File: src/rtl/stby_pkg.sv
package stby_pkg;

  typedef enum logic [2:0] {
    ST_STANDBY = 3'd0,
    ST_DOWN    = 3'd1,
    ST_UP      = 3'd2,
    ST_WAIT    = 3'd3,
    ST_RUN     = 3'd4
  } seq_state_t;

  typedef struct packed {
    logic clk_en;
    logic ana_en;
    logic oe;
    logic ovl_lo;
    logic hold_lo;
  } seq_out_t;

  // Number of sample periods to wait for settled filter output.
  function automatic int unsigned wait_samples(input logic hpf,
                                               input int unsigned off_n,
                                               input int unsigned on_n);
    return hpf ? on_n : off_n;
  endfunction

  // Larger of two counts, used to size counters.
  function automatic int unsigned max_u(input int unsigned a,
                                        input int unsigned b);
    return (a > b) ? a : b;
  endfunction

  // Control levels for each sequencer state.
  function automatic seq_out_t decode_state(input seq_state_t st);
    seq_out_t o;
    case (st)
      ST_DOWN: o = '{clk_en: 1'b1, ana_en: 1'b1, oe: 1'b0, ovl_lo: 1'b1, hold_lo: 1'b1};
      ST_UP:   o = '{clk_en: 1'b1, ana_en: 1'b1, oe: 1'b0, ovl_lo: 1'b1, hold_lo: 1'b1};
      ST_WAIT: o = '{clk_en: 1'b1, ana_en: 1'b1, oe: 1'b1, ovl_lo: 1'b0, hold_lo: 1'b1};
      ST_RUN:  o = '{clk_en: 1'b1, ana_en: 1'b1, oe: 1'b1, ovl_lo: 1'b0, hold_lo: 1'b0};
      default: o = '{clk_en: 1'b0, ana_en: 1'b0, oe: 1'b0, ovl_lo: 1'b1, hold_lo: 1'b1};
    endcase
    return o;
  endfunction

endpackage

File: src/rtl/stby_sync.sv
module stby_sync #(
  parameter int unsigned STAGES    = 2,
  parameter logic        RESET_VAL = 1'b0
) (
  input  logic clk,
  input  logic rst_n,
  input  logic d_async,
  output logic q_sync
);
  logic [STAGES-1:0] chain;

  always_ff @(posedge clk or negedge rst_n) begin
    if (!rst_n) chain[0] <= RESET_VAL;
    else        chain[0] <= d_async;
  end

  for (genvar g = 1; g < STAGES; g++) begin : g_stage
    always_ff @(posedge clk or negedge rst_n) begin
      if (!rst_n) chain[g] <= RESET_VAL;
      else        chain[g] <= chain[g-1];
    end
  end

  assign q_sync = chain[STAGES-1];
endmodule

File: src/rtl/stby_prescale.sv
module stby_prescale #(
  parameter int unsigned DIV = 256
) (
  input  logic clk,
  input  logic rst_n,
  input  logic active,
  output logic tick
);
  localparam int PW = (DIV > 1) ? $clog2(DIV) : 1;
  localparam logic [PW-1:0] LAST = PW'(DIV - 1);

  logic [PW-1:0] pcnt;

  assign tick = active && (pcnt == LAST);

  always_ff @(posedge clk or negedge rst_n) begin
    if (!rst_n)       pcnt <= '0;
    else if (!active) pcnt <= '0;
    else if (tick)    pcnt <= '0;
    else              pcnt <= pcnt + 1'b1;
  end
endmodule

File: src/rtl/stby_sample_cnt.sv
module stby_sample_cnt
  import stby_pkg::*;
#(
  parameter int unsigned WAIT_OFF = 1024,
  parameter int unsigned WAIT_ON  = 12288
) (
  input  logic clk,
  input  logic rst_n,
  input  logic active,
  input  logic tick,
  input  logic hpf_on,
  output logic expire
);
  localparam int unsigned MAXW = max_u(WAIT_OFF, WAIT_ON);
  localparam int CW = $clog2(MAXW + 1);

  logic [CW-1:0] scnt;
  logic          hpf_lat;
  logic [CW-1:0] last_cnt;

  assign last_cnt = CW'(wait_samples(hpf_lat, WAIT_OFF, WAIT_ON) - 1);
  assign expire   = active && tick && (scnt == last_cnt);

  always_ff @(posedge clk or negedge rst_n) begin
    if (!rst_n) begin
      scnt    <= '0;
      hpf_lat <= 1'b0;
    end else if (!active) begin
      scnt    <= '0;
      hpf_lat <= hpf_on;
    end else if (tick) begin
      scnt    <= scnt + 1'b1;
    end
  end
endmodule

File: src/rtl/stby_seq.sv
module stby_seq
  import stby_pkg::*;
#(
  parameter int unsigned SYNC_STAGES  = 2,
  parameter int unsigned DOWN_CYCLES  = 32,
  parameter int unsigned UP_CYCLES    = 256,
  parameter int unsigned SAMPLE_DIV   = 256,
  parameter int unsigned WAIT_HPF_OFF = 1024,
  parameter int unsigned WAIT_HPF_ON  = 12288
) (
  input  logic clk,
  input  logic rst_n,
  input  logic stby_n_in,
  input  logic hpf_on,
  output logic core_clk_en,
  output logic ana_en,
  output logic port_oe,
  output logic ovl_force_lo,
  output logic sd_hold_lo
);
  localparam int unsigned CYC_MAX = max_u(DOWN_CYCLES, UP_CYCLES);
  localparam int CCW = (CYC_MAX > 1) ? $clog2(CYC_MAX) : 1;
  localparam logic [CCW-1:0] DOWN_LAST = CCW'(DOWN_CYCLES - 1);
  localparam logic [CCW-1:0] UP_LAST   = CCW'(UP_CYCLES - 1);

  seq_state_t     state, state_nxt;
  logic [CCW-1:0] cyc, cyc_nxt;
  seq_out_t       outs;

  // Named internal events
  logic awake_lvl;   // synchronised level, 1 = normal operation requested
  logic sb_req;      // standby requested
  logic down_done;   // shutdown period complete
  logic up_done;     // settling period complete
  logic in_wait;     // sample-period wait in progress
  logic smp_tick;    // one sample period elapsed
  logic data_ready;  // wait finished this cycle

  stby_sync #(.STAGES(SYNC_STAGES), .RESET_VAL(1'b0)) u_sync (
    .clk     (clk),
    .rst_n   (rst_n),
    .d_async (stby_n_in),
    .q_sync  (awake_lvl)
  );

  assign sb_req    = !awake_lvl;
  assign in_wait   = (state == ST_WAIT);
  assign down_done = (state == ST_DOWN) && (cyc == DOWN_LAST);
  assign up_done   = (state == ST_UP) && (cyc == UP_LAST);

  stby_prescale #(.DIV(SAMPLE_DIV)) u_pre (
    .clk    (clk),
    .rst_n  (rst_n),
    .active (in_wait),
    .tick   (smp_tick)
  );

  stby_sample_cnt #(.WAIT_OFF(WAIT_HPF_OFF), .WAIT_ON(WAIT_HPF_ON)) u_smp (
    .clk    (clk),
    .rst_n  (rst_n),
    .active (in_wait),
    .tick   (smp_tick),
    .hpf_on (hpf_on),
    .expire (data_ready)
  );

  always_comb begin
    state_nxt = state;
    case (state)
      ST_STANDBY: if (!sb_req) state_nxt = ST_UP;
      ST_DOWN:    if (down_done) state_nxt = ST_STANDBY;
      ST_UP: begin
        if (sb_req)       state_nxt = ST_DOWN;
        else if (up_done) state_nxt = ST_WAIT;
      end
      ST_WAIT: begin
        if (sb_req)          state_nxt = ST_DOWN;
        else if (data_ready) state_nxt = ST_RUN;
      end
      ST_RUN:     if (sb_req) state_nxt = ST_DOWN;
      default:    state_nxt = ST_DOWN;
    endcase
  end

  always_comb begin
    if (state_nxt != state)                        cyc_nxt = '0;
    else if (state == ST_DOWN || state == ST_UP)   cyc_nxt = cyc + 1'b1;
    else                                           cyc_nxt = '0;
  end

  always_ff @(posedge clk or negedge rst_n) begin
    if (!rst_n) begin
      state <= ST_STANDBY;
      cyc   <= '0;
    end else begin
      state <= state_nxt;
      cyc   <= cyc_nxt;
    end
  end

  assign outs         = decode_state(state);
  assign core_clk_en  = outs.clk_en;
  assign ana_en       = outs.ana_en;
  assign port_oe      = outs.oe;
  assign ovl_force_lo = outs.ovl_lo;
  assign sd_hold_lo   = outs.hold_lo;
endmodule

File: config.mk
export PLATFORM = sky130hd
export DESIGN_NAME = stby_seq
export DESIGN_NICKNAME = d
export VERILOG_FILES = /design/src/rtl/stby_pkg.sv /design/src/rtl/stby_sync.sv /design/src/rtl/stby_prescale.sv /design/src/rtl/stby_sample_cnt.sv /design/src/rtl/stby_seq.sv
export SDC_FILE = /design/constraint.sdc
export NUM_CORES = 1
export LEC_CHECK = 0
export BUFFER_PORTS_ARGS = -buffer_cell sky130_fd_sc_hd__buf_2
export CAP_MARGIN = 20
export CORE_ASPECT_RATIO = 0.7
export CORE_MARGIN = 2
export CORE_UTILIZATION = 40
export DETAILED_ROUTE_END_ITERATION = 10
export HOLD_SLACK_MARGIN = 0.03
export PLACE_DENSITY_LB_ADDON = 0.12
export SYNTH_ARGS = -nofsm -noshare
export SYNTH_HDL_FRONTEND = slang
export SYNTH_SLANG_ARGS = --single-unit
File: constraint.sdc
create_clock -name clk -period 2.6 [get_ports clk]
set_clock_uncertainty 0.05 [all_clocks]
set_input_delay 0.13 -clock clk [delete_from_list [all_inputs] [get_ports clk]]
set_output_delay 0.13 -clock clk [all_outputs]
set_load 0.05 [all_outputs]
After elaboration in Yosys (flattened, before gate mapping). Index checks and enable logic that the tools add are counted.

Add/sub/neg operators: 4. Eq/ne operators: 10. Reductions and logical operators: 8. Muxes and demuxes: 16.

Operator list (number): 14-bit 2-to-1 mux (3); 8-bit 2-to-1 mux (4); 3-bit 2-to-1 mux (7); 8-bit by 1-bit adder with 8-bit output (second input constant) (2); 8-bit == test (second input constant) (2); 3-bit case mux with 5 select lines (1); 5-bit case mux with 3 select lines (1); 14-bit by 1-bit adder with 14-bit output (second input constant) (1); 14-bit == test (1); 14-bit by 1-bit subtractor with 14-bit output (second input constant) (1); 8-bit by 5-bit == test with 1-bit output (second input constant) (1); 3-bit by 2-bit == test with 1-bit output (second input constant) (2); 1-bit logical AND (5); 3-bit by 1-bit == test with 1-bit output (second input constant) (1); 3-bit == test (second input constant) (1); 3-bit logical NOT (1); 3-bit != test (1); 2-bit by 1-bit != test with 1-bit output (second input constant) (1); 2-bit OR reduction (1); 1-bit logical OR (1).

Output and inout port bits: 5. Input bits: 4. Register bits after elaboration: 36. Word-level logic and storage cells: 45.

Logic depth before layout (Yosys ltp). Gate-level depths: netlist (run 1).

Depth in word-level cells: 9. Gate-level depth with buffers: 6.

Cells and area by module. Synthesis (run 1) repeated with hierarchy kept, for this count alone.

Cells, all modules: 186. Area total of the unflattened synthesis: 1864.3 µm².

Modules (own cells, without submodules): stby_sample_cnt (cells an instance 81, times used 1, area each 805.8 µm²); stby_seq (cells an instance 65, times used 1, area each 626.9 µm²); stby_prescale (cells an instance 38, times used 1, area each 381.6 µm²); stby_sync (cells an instance 2, times used 1, area each 50.0 µm²).

Worst setup path before layout (run 1). No wires, ideal clock.

Kind: reg2out. Start: register state[2]. End: output port port_oe. Stages on the path, launching flop included: 5. Slack: 0.387 ns. Data required time: 2.420 ns. Buffers on the path: 1. Arrival: 2.033 ns. Cells stage by stage: dfrtp_1 -> clkbuf_1 -> nor3b_1 -> a21oi_1 -> inv_1.

Cells in the longest elaborated chain, start to end: 3.

RTL lines: start, declared (RTL line stby_seq.sv:26) `seq_state_t state, state_nxt;`; start signal, assigned (RTL line stby_seq.sv:96) `state <= state_nxt;`; 3-bit by 1-bit == test with 1-bit output or 3-bit by 2-bit == test with 1-bit output (tied branches) (RTL line stby_pkg.sv:35) `case (st)`; 2-bit OR reduction (no line); 5-bit case mux with 3 select lines * (RTL line stby_pkg.sv:35); end, declared (RTL line stby_seq.sv:17) `output logic port_oe,`.

Every way passes the cells marked *; elsewhere a longest branch is shown, timed or not.

Worst setup path after layout (run 1).
Start: register u_smp.scnt[11]. End: register cyc[1].

Cells in the longest elaborated chain, start to end: 7.

RTL lines: start, declared (RTL line stby_sample_cnt.sv:17) `logic [CW-1:0] scnt;`; start signal, assigned (RTL line stby_sample_cnt.sv:32) `scnt <= scnt + 1'b1;`; 14-bit == test (RTL line stby_sample_cnt.sv:22) `assign expire = active && tick && (scnt == last_cnt);`; 1-bit logical AND (RTL line stby_sample_cnt.sv:22); 3-bit 2-to-1 mux (RTL line stby_seq.sv:78) `else if (data_ready) state_nxt = ST_RUN;`; 3-bit 2-to-1 mux (RTL line stby_seq.sv:77) `if (sb_req) state_nxt = ST_DOWN;`; 3-bit case mux with 5 select lines (RTL line stby_seq.sv:69) `case (state)`; 3-bit != test (RTL line stby_seq.sv:86) `if (state_nxt != state) cyc_nxt = '0;`; 8-bit 2-to-1 mux (RTL line stby_seq.sv:86); net cyc_nxt[1] (RTL line stby_seq.sv:27) `logic [CCW-1:0] cyc, cyc_nxt;`; end signal, assigned (RTL line stby_seq.sv:97) `cyc <= cyc_nxt;`; end, declared (RTL line stby_seq.sv:27).

The timed path passes the listed nets, and every way through them passes these cells. A chain may end at the register's enable or synchronous reset.

==> results of run 1 <==
==> worst max-delay path: cells and delay by family, from the launching register on <==
kind / cells / cell delay (ns)
AOI/OAI and AO/OA: 2 / 0.81
DFF: 1 / 0.42
and+or+nand+nor: 3 / 0.80
==> power by group through the flow <==
| stage | sequential (mW) | combinational [mW] | clock (mW) |
|---|---|---|---|
| 3_5_place_dp | 0.661 | 0.393 | 0 |
| 3_3_place_gp | 0.659 | 0.387 | 0 |
| 4_1_cts | 0.649 | 0.397 | 0.698 |
| 6_report | 0.650 | 0.394 | 0.678 |
| 5_1_grt | 0.658 | 0.426 | 0.718 |
| 2_1_floorplan | 0.649 | 0.296 | 0 |
==> stage by stage <==
step | total power, mW | area [um^2]
after floorplan | 0.9455 | 1764
after global placement | 1.046 | 1892
after detailed placement | 1.053 | 1892
after CTS | 1.745 | 2081
after global routing | 1.803 | 2081
final | 1.721 | 2081
==> what timing repair did <==
item / in CTS / in global routing
endpoints found under the setup margin: 0 / 0
hold endpoints to repair: 38 / 0
hold buffers: 3 / 0
==> cell usage in the layout, fill, tap and decap left out, types with 2 or more instances in the layout <==
| cell type | n |
|---|---|
| buf_4 | 5 |
| nor2b_1 | 2 |
| buf_2 | 8 |
| nor3_1 | 8 |
| nand4_1 | 6 |
| clkbuf_8 | 5 |
| dfrtp_1 | 36 |
| a2111oi_4 | 2 |
| xnor2_1 | 8 |
| bufinv_16 | 3 |
| xor2_1 | 16 |
| dlygate4sd3_1 | 3 |
| nor3b_1 | 2 |
| inv_1 | 2 |
| nand2_1 | 15 |
| o21ai_1 | 2 |
| nor2_1 | 23 |
| o21ai_0 | 3 |
| and3_1 | 5 |
| a21oi_1 | 5 |
| nand3_1 | 13 |
| ha_1 | 3 |
| a21boi_1 | 2 |
| and4_1 | 2 |
==> kinds of logic after synthesis <==
group / share of synthesized area, %
AND/OR/NAND/NOR: 25.39
buffers and inverters: 1.702
AO/OA/AOI/OAI: 7.801
flip-flops: 51.06
adder cells (fa/ha/maj): 2.128
XOR/XNOR: 11.91
==> cell type report <==
| cell class | count | area [um^2] |
|---|---|---|
| tap | 55 | 68.82 |
| inverter | 3 | 11.26 |
| fill | 374 | 2198 |
| timing repair buffer | 16 | 107.6 |
| clock inverter | 3 | 90.09 |
| clock buffer | 5 | 68.82 |
| multi-input combinational | 129 | 833.3 |
| sequential | 36 | 900.9 |
==> metal layers <==
metal  up-vias  wire length [um]
met5         -                 0
met4         0                25
met1       621              1803
li1        632                 -
met3         2               114
met2        16              1374
==> registers in the layout, summed over array words and instances (netlist names) <==
signal	cells
u_sync.q_sync	1
u_smp.scnt	14
u_sync.chain	1
u_pre.pcnt	8
state	3
cyc	8
u_smp.hpf_lat	1
==> worst min path at each step <==
stage | startpoint | cells after the start | to | slack (ns)
floorplan | rst_n | 0 | cyc[0] | -0.22
global placement | stby_n_in | 1 | u_sync.chain[0] | 0.19
detailed placement | stby_n_in | 1 | u_sync.chain[0] | 0.19
CTS | u_sync.chain[0] | 0 | u_sync.q_sync | 0.32
global route | u_sync.chain[0] | 0 | u_sync.q_sync | 0.33
finish | u_sync.chain[0] | 0 | u_sync.q_sync | 0.32
==> impl_metrics.csv, run 1 <==
group,metric,value,unit
run_status,outcome,"completed",
clock_tree,cts_resized,0,
yosys,synthArstFlopShare,100.0,%
sta,whs,0.3157,ns
die,dieWidth,83.38,um
yosys,yosysSeqAreaShare,51.06,%
die,design.core.area,0.004279,mm^2
yosys,synth.avg_cell_area,10.26,um^2
sta,relSlewSlack,46.25,%
clock_tree,cts.sinks,36,
place,dp_cells,236,
clock_tree,cts_inserted_buffers,5,
global_route,top_usage_layer,"met2",
clock_tree,insertion_delay,0.29,ns
job,drv_cap,0,
yosys,yosysWarningCount,0,
yosys,synth_cell_types,35,
sta,setup-violations-final,0,
yosys,yosys.area.top_type_share,51.06,%
global_route,grt_max_degree,37,
yosys,synth_common_cells,"dfrtp_1, nor2_1, xor2_1, nand2_1, nand3_1",
sta,drv_slew,0,
detailed_routing,dr.pass1.iters,4,
hold_path,hold_class,"register to register",
worst_setup_path,crit_type,"register to register",
worst_setup_path,end_kind,"register",
power_and_ir_drop,ir_worst_vdd,0.6165,mV
place,hpwlAfterDp,2337,um
sta,hold_viol_final,0,
worst_setup_path,cp_slowest_cell,"or4_4",
worst_setup_path,reg2reg_from,"u_smp.scnt[11]",
sta,worst_pin_slew,0.8062,ns
yosys,synthesis.area,0.001764,mm^2
global_route,grt_usage,14.70,%
yosys,synth-seq-cells,36,
place,dp_worst_setup_slack,0.3987,ns
global_route,overflow,0,
yosys,synth-edff-count,0,
power_and_ir_drop,power.switching,0.5122,mW
yosys,yosysMostFrequentCell,"dfrtp_1",
clock_tree,path_clk_slew,0.08,ns
clock_tree,cts_tree,"yes",
worst_setup_path,r2r_end,"cyc[1]",
layout,post_route_cells_drive_above_1_share,14.06,%
yosys,synth_ff_type,"dfrtp_1",
detailed_routing,vias_per_cell,5.146,
layout,instances_no_fill,247,
place,place_congestion,0.7592,
die,ios,9,
worst_setup_path,path_cells,"or4_4, a2111oi_4, nand2_2, a2111oi_4, nor3b_1",
layout,nNetsFinal,198,
power_and_ir_drop,p_int,1.209,mW
global_route,met3_usage,4.318,%
layout,utilization,48.63,%
layout,area_delta_synth_final,17.94,%
detailed_routing,drc,0,
worst_setup_path,crit_required,2.70,ns
worst_setup_path,reg2reg_slack,0.38,ns
die,std_cell_rows,20,
worst_setup_path,worst_path_most_repeated_cell,"a2111oi_4",
worst_setup_path,critPathLaunchType,"register",
detailed_routing,wl,3317,um
sta,clock.fmax,0.4510,GHz
worst_setup_path,cp-startpoint,"u_smp.scnt[11]",
layout,antenna_cells,0,
power_and_ir_drop,p_sw_share,29.77,%
sta,post-route-worst-setup-slack,0.3827,ns
clock_tree,h-tree-depth,2,
die,die_h,59.57,um
sta,period_minus_slack,2.217,ns
yosys,synth_nets,179,
die,die-area,0.004966,mm^2
place,port_buffers,8,
sta,tns,0,ns
clock_tree,clk_path_buf_depth,2,
power_and_ir_drop,pwr-share-clk,39.4,%
detailed_routing,drt_iter0_drc,66,
power_and_ir_drop,pwr-share-seq,37.8,%
detailed_routing,wl_per_cell,13.43,um
global_route,use_met1,20.70,%
sta,period_share,85.28,%
detailed_routing,routed-via-count,1271,
yosys,yosys.area.top_type,"dfrtp_1",
power_and_ir_drop,p_per_area,827.0,mW/mm^2
detailed_routing,antenna_left,0,
worst_setup_path,arrival,2.32,ns
yosys,synth_area_leaders,"dfrtp_1, xor2_1, nor2_1",
worst_setup_path,crit_path_end,"cyc[1]",
sta,rsz0062_at_grt,"false",
power_and_ir_drop,p_leak,0.8868,nW
worst_setup_path,cp_max_fo,5,
power_and_ir_drop,pwr-share-comb,22.9,%
die,start_util,41.23,%
global_route,grt_pass1_vias,1237,
global_route,grt_pass1_wl,5658,um
clock_tree,cts_setup_buffers,0,
global_route,antenna_found_initial,0,
global_route,met2_usage,21.20,%
worst_setup_path,worstRegToRegCells,5,
yosys,syn_inst,172,
worst_setup_path,max_stage_delay,0.56,ns
clock_tree,cts_root_buffer,"clkbuf_8",
(Power assumes the default switching activity.)
==> run 2, diff against run 1 <==
Settings changed: RECOVER_POWER set to 50.
==> impl_metrics.csv, run 2 (synthesized netlist as in run 1, its figures left out) <==
group,metric,value,unit
layout,largest_register_ffs,14,
worst_setup_path,reg2reg_slack,0.38,ns
power_and_ir_drop,p_per_area,827.0,mW/mm^2
layout,nNetsFinal,198,
sta,relSlewSlack,40.39,%
sta,post-route-worst-setup-slack,0.3827,ns
global_route,grt_max_degree,37,
detailed_routing,dr.pass1.iters,4,
sta,hold_viol_final,0,
layout,regMostFlops,"u_smp.scnt",
run_status,outcome,"completed",
clock_tree,cts_root_buffer,"clkbuf_8",
place,port_buffers,8,
sta,tns,0,ns
hold_path,hp-start,"u_sync.chain[0]",
sta,clock.fmax,0.4510,GHz
detailed_routing,wl,3316,um
layout,final_area,0.002081,mm^2
detailed_routing,antenna_left,0,
sta,worst_pin_slew,0.8941,ns
detailed_routing,wl_per_cell,13.43,um
clock_tree,cts_tree,"yes",
clock_tree,h-tree-depth,2,
power_and_ir_drop,ir_worst_vdd,0.6165,mV
layout,layout_commonest_cell,"dfrtp_1",
worst_setup_path,reg2reg_from,"u_smp.scnt[11]",
layout,post_route_cells_drive_above_1_share,14.06,%
worst_setup_path,crit_required,2.70,ns
layout,antenna_cells,0,
clock_tree,cts_resized,0,
worst_setup_path,cp_max_fo,5,
die,start_util,41.23,%
place,dp_worst_setup_slack,0.3987,ns
power_and_ir_drop,power,1.721,mW
clock_tree,cts.sinks,36,
clock_tree,path_clk_slew,0.08,ns
worst_setup_path,arrival,2.32,ns
detailed_routing,vias_per_cell,5.146,
clock_tree,insertion_delay,0.29,ns
sta,period_share,85.28,%
die,ios,9,
global_route,grt_pass1_wl,5658,um
die,die_h,59.57,um
worst_setup_path,worstRegToRegCells,5,
sta,rsz0062_at_grt,"false",
layout,multi_input_area,833.3,um^2
hold_path,min_to,"u_sync.q_sync",
die,die-area,0.004966,mm^2
job,drv_cap,0,
global_route,grt_usage,14.70,%
die,dieWidth,83.38,um
place,place_area,0.001892,mm^2
place,hpwlAfterDp,2337,um
layout,mostFrequentLayoutCells,"dfrtp_1, nor2_1, xor2_1",
global_route,grt_pass1_vias,1237,
clock_tree,cts_inserted_buffers,5,
sta,drv_slew,0,
worst_setup_path,crit_type,"register to register",
global_route,antenna_found_initial,0,
worst_setup_path,r2r_end,"cyc[1]",
place,place_congestion,0.7592,
detailed_routing,routed-via-count,1271,
hold_path,hold_class,"register to register",
detailed_routing,drc,0,
worst_setup_path,critPathLaunchType,"register",
die,std_cell_rows,20,
layout,area_delta_synth_final,17.94,%
layout,register_area,900.9,um^2
detailed_routing,drt_iter0_drc,66,
worst_setup_path,end_kind,"register",
sta,whs,0.3157,ns
sta,setup-violations-final,0,
hold_path,whs_path_depth,0,
die,design.core.area,0.004279,mm^2
power_and_ir_drop,p_leak,0.8870,nW
global_route,overflow,0,
sta,period_minus_slack,2.217,ns
clock_tree,clk_path_buf_depth,2,
layout,reg_top3,"u_smp.scnt (14), cyc (8), u_pre.pcnt (8)",
layout,fillers,374,
## run 2: area by class of cell
class / instances / area share (%)
sequential: 36 / 43.30
timing repair buffer: 16 / 5.171
inverter: 3 / 0.5412
tap: 55 / 3.307
clock buffer: 5 / 3.307
multi-input combinational: 129 / 40.05
clock inverter: 3 / 4.330
## run 2: per-layer routing
layer	vias up	track usage, %	part of all wire [%]
met4	0	6.323	0.75
li1	632	-	-
met3	2	4.318	3.4
met1	621	20.70	54
met2	16	21.20	41
met5	-	0	0
## run 2: power breakdown
group / switching (mW) / internal (mW)
logic: 0.266 / 0.128
clock network: 0.198 / 0.480
registers: 0.0487 / 0.601
total: 0.512 / 1.21
## run 2: worst max path at each step
stage                        start       to  slack, ns  depth (start not counted)
CTS                 u_smp.scnt[11]   cyc[1]       0.36                          5
detailed placement  u_smp.scnt[11]   cyc[1]       0.40                          5
global placement    u_smp.scnt[11]   cyc[1]       0.42                          5
finish              u_smp.scnt[11]   cyc[1]       0.38                          5
floorplan                 state[2]  port_oe       0.39                          4
global route         u_pre.pcnt[0]   cyc[3]       0.24                          6
## run 2: critical path, cell delays in order, from the launching register on
cell       delay [ns]
dfrtp_1          0.42
or4_4            0.56
a2111oi_4        0.37
nand2_2          0.14
a2111oi_4        0.44
nor3b_1          0.10
## run 2: repair_timing
| action | CTS | global route |
|---|---|---|
| hold buffers | 3 | 0 |
| endpoints found under the setup margin | 0 | 0 |
| setup buffers | 0 | 0 |
| endpoints found under the hold margin | 38 | 0 |
## run 2: per-stage QoR
step | std cells | utilization (%)
floorplan | 172 | -
global placement | 236 | 44.21
detailed placement | 236 | 44.21
CTS | 247 | 48.63
global route | 247 | 48.63
finish | 247 | 48.63
==> run 3, diff against run 2 <==
Settings changed: CELL_PAD_IN_SITES_DETAIL_PLACEMENT set to 1, CELL_PAD_IN_SITES_GLOBAL_PLACEMENT set to 2, CORE_UTILIZATION 40 to 39.
==> impl_metrics.csv, run 3 (synthesized netlist as in run 1, its figures left out) <==
group,metric,value,unit
clock_tree,cts_setup_buffers,0,
place,hpwlAfterDp,2497,um
detailed_routing,vias_per_cell,5.137,
die,std_cell_rows,20,
power_and_ir_drop,p_leak,0.8678,nW
layout,regMostFlops,"u_smp.scnt",
worst_setup_path,cp_max_fo,5,
power_and_ir_drop,ir_worst_vdd,0.6881,mV
worst_setup_path,crit_required,2.70,ns
run_status,outcome,"completed",
worst_setup_path,arrival,2.32,ns
clock_tree,cts_tree,"yes",
global_route,grt_pass1_wl,6361,um
clock_tree,cts_resized,0,
sta,tns,0,ns
power_and_ir_drop,p_per_area,748.6,mW/mm^2
clock_tree,cts.sinks,36,
layout,post_route_cells_drive_above_1_share,13.99,%
detailed_routing,drt_iter0_drc,38,
hold_path,hold_class,"register to register",
layout,nNetsFinal,199,
place,place_congestion,0.7444,
sta,worst_pin_slew,0.7971,ns
clock_tree,cts_hold_buf,3,
layout,antenna_cells,0,
clock_tree,cts_inserted_buffers,5,
sta,rsz0062_at_grt,"false",
detailed_routing,wl_per_cell,14.64,um
die,design.core.area,0.004354,mm^2
sta,setup-violations-final,0,
layout,mostFrequentLayoutCells,"dfrtp_1, nor2_1, xor2_1",
die,die_h,60.27,um
worst_setup_path,crit_type,"register to register",
clock_tree,path_clk_slew,0.07,ns
place,dp_worst_setup_slack,0.3778,ns
detailed_routing,antenna_left,0,
sta,period_minus_slack,2.220,ns
detailed_routing,routed-via-count,1274,
global_route,antenna_found_initial,0,
die,dieWidth,84.39,um
sta,clock.fmax,0.4505,GHz
clock_tree,insertion_delay,0.28,ns
worst_setup_path,path_cells,"or4_4, a2111oi_4, nand2_2, a2111oi_4, nor3_1",
worst_setup_path,cp_slowest_cell,"or4_4",
worst_setup_path,worst_path_most_repeated_cell,"a2111oi_4",
layout,largest_register_ffs,14,
layout,layout_commonest_cell,"dfrtp_1",
detailed_routing,dr.pass1.iters,4,
layout,area_delta_synth_final,15.46,%
global_route,grt_pass1_vias,1302,
die,ios,9,
sta,post-route-worst-setup-slack,0.3804,ns
clock_tree,clk_path_buf_depth,2,
sta,drv_slew,0,
sta,period_share,85.37,%
worst_setup_path,end_kind,"register",
global_route,grt_usage,16.42,%
sta,relSlewSlack,46.86,%
place,port_buffers,8,
place,dp_cells,237,
layout,fillers,506,
layout,instances_no_fill,248,
worst_setup_path,critPathLaunchType,"register",
worst_setup_path,max_stage_delay,0.56,ns
die,die-area,0.005086,mm^2
clock_tree,h-tree-depth,2,
detailed_routing,drc,0,
detailed_routing,wl,3631,um
layout,reg_top3,"u_smp.scnt (14), cyc (8), u_pre.pcnt (8)",
job,drv_cap,0,
clock_tree,cts_root_buffer,"clkbuf_8",
sta,hold_viol_final,0,
die,start_util,40.52,%
global_route,grt_max_degree,37,
global_route,overflow,0,
[run 3: final cells by class]
class / count / area, um^2 / share of cell area (%)
well taps: 55 / 68.82 / 3.378
flip-flops and latches: 36 / 900.9 / 44.23
repair buffers: 17 / 115.1 / 5.651
multi-input cells: 129 / 833.3 / 40.91
inverters: 3 / 11.26 / 0.5528
clock buffers: 6 / 72.57 / 3.563
clock inverters: 2 / 35.03 / 1.720
[run 3: per-layer routing]
| metal | global-route usage (%) | part of all wire (%) | vias to the layer above |
|---|---|---|---|
| met1 | 23.71 | 55 | 623 |
| met2 | 22.79 | 40 | 13 |
| met5 | 0 | 0 | - |
| met4 | 6.803 | 1.1 | 0 |
| li1 | - | - | 634 |
| met3 | 5.110 | 3.6 | 4 |
[run 3: where the power goes]
part | switching (mW) | total, mW | leakage, nW | internal [mW]
sequential | 0.0533 | 0.654 | 0.490 | 0.601
clock | 0.196 | 0.480 | 0.0552 | 0.285
combinational | 0.263 | 0.390 | 0.323 | 0.128
[run 3: final timing paths]
path / from / end / slack (ns) / cells after the start
setup / recovery: u_smp.scnt[11] / cyc[3] / 0.38 / 5
hold / removal: u_sync.chain[0] / u_sync.q_sync / 0.33 / 0
setup reg to reg: u_smp.scnt[11] / cyc[3] / 0.38 / 5
hold reg to reg: u_sync.chain[0] / u_sync.q_sync / 0.33 / 0
max in group asynchronous: rst_n / u_sync.chain[0] / 1.57 / 2
min in group asynchronous: rst_n / cyc[1] / 0.42 / 2
[run 3: stage by stage]
stage | power [mW] | instance area [um^2] | util (%) | hold slack [ns]
finish | 1.525 | 2037 | 46.78 | 0.3257
global route | 1.618 | 2037 | 46.78 | 0.3299
CTS | 1.559 | 2037 | 46.78 | 0.3281
detailed placement | 1.058 | 1899 | 43.62 | 0.1906
global placement | 1.052 | 1899 | 43.62 | 0.1914
floorplan | 0.9455 | 1764 | - | -0.2156
[run 3: worst max-delay path: cells and delay by family, from the launching register on]
kind / cells / cell delay [ns]
flip-flops: 1 / 0.42
AO/OA/AOI/OAI: 2 / 0.82
AND/OR/NAND/NOR: 3 / 0.81
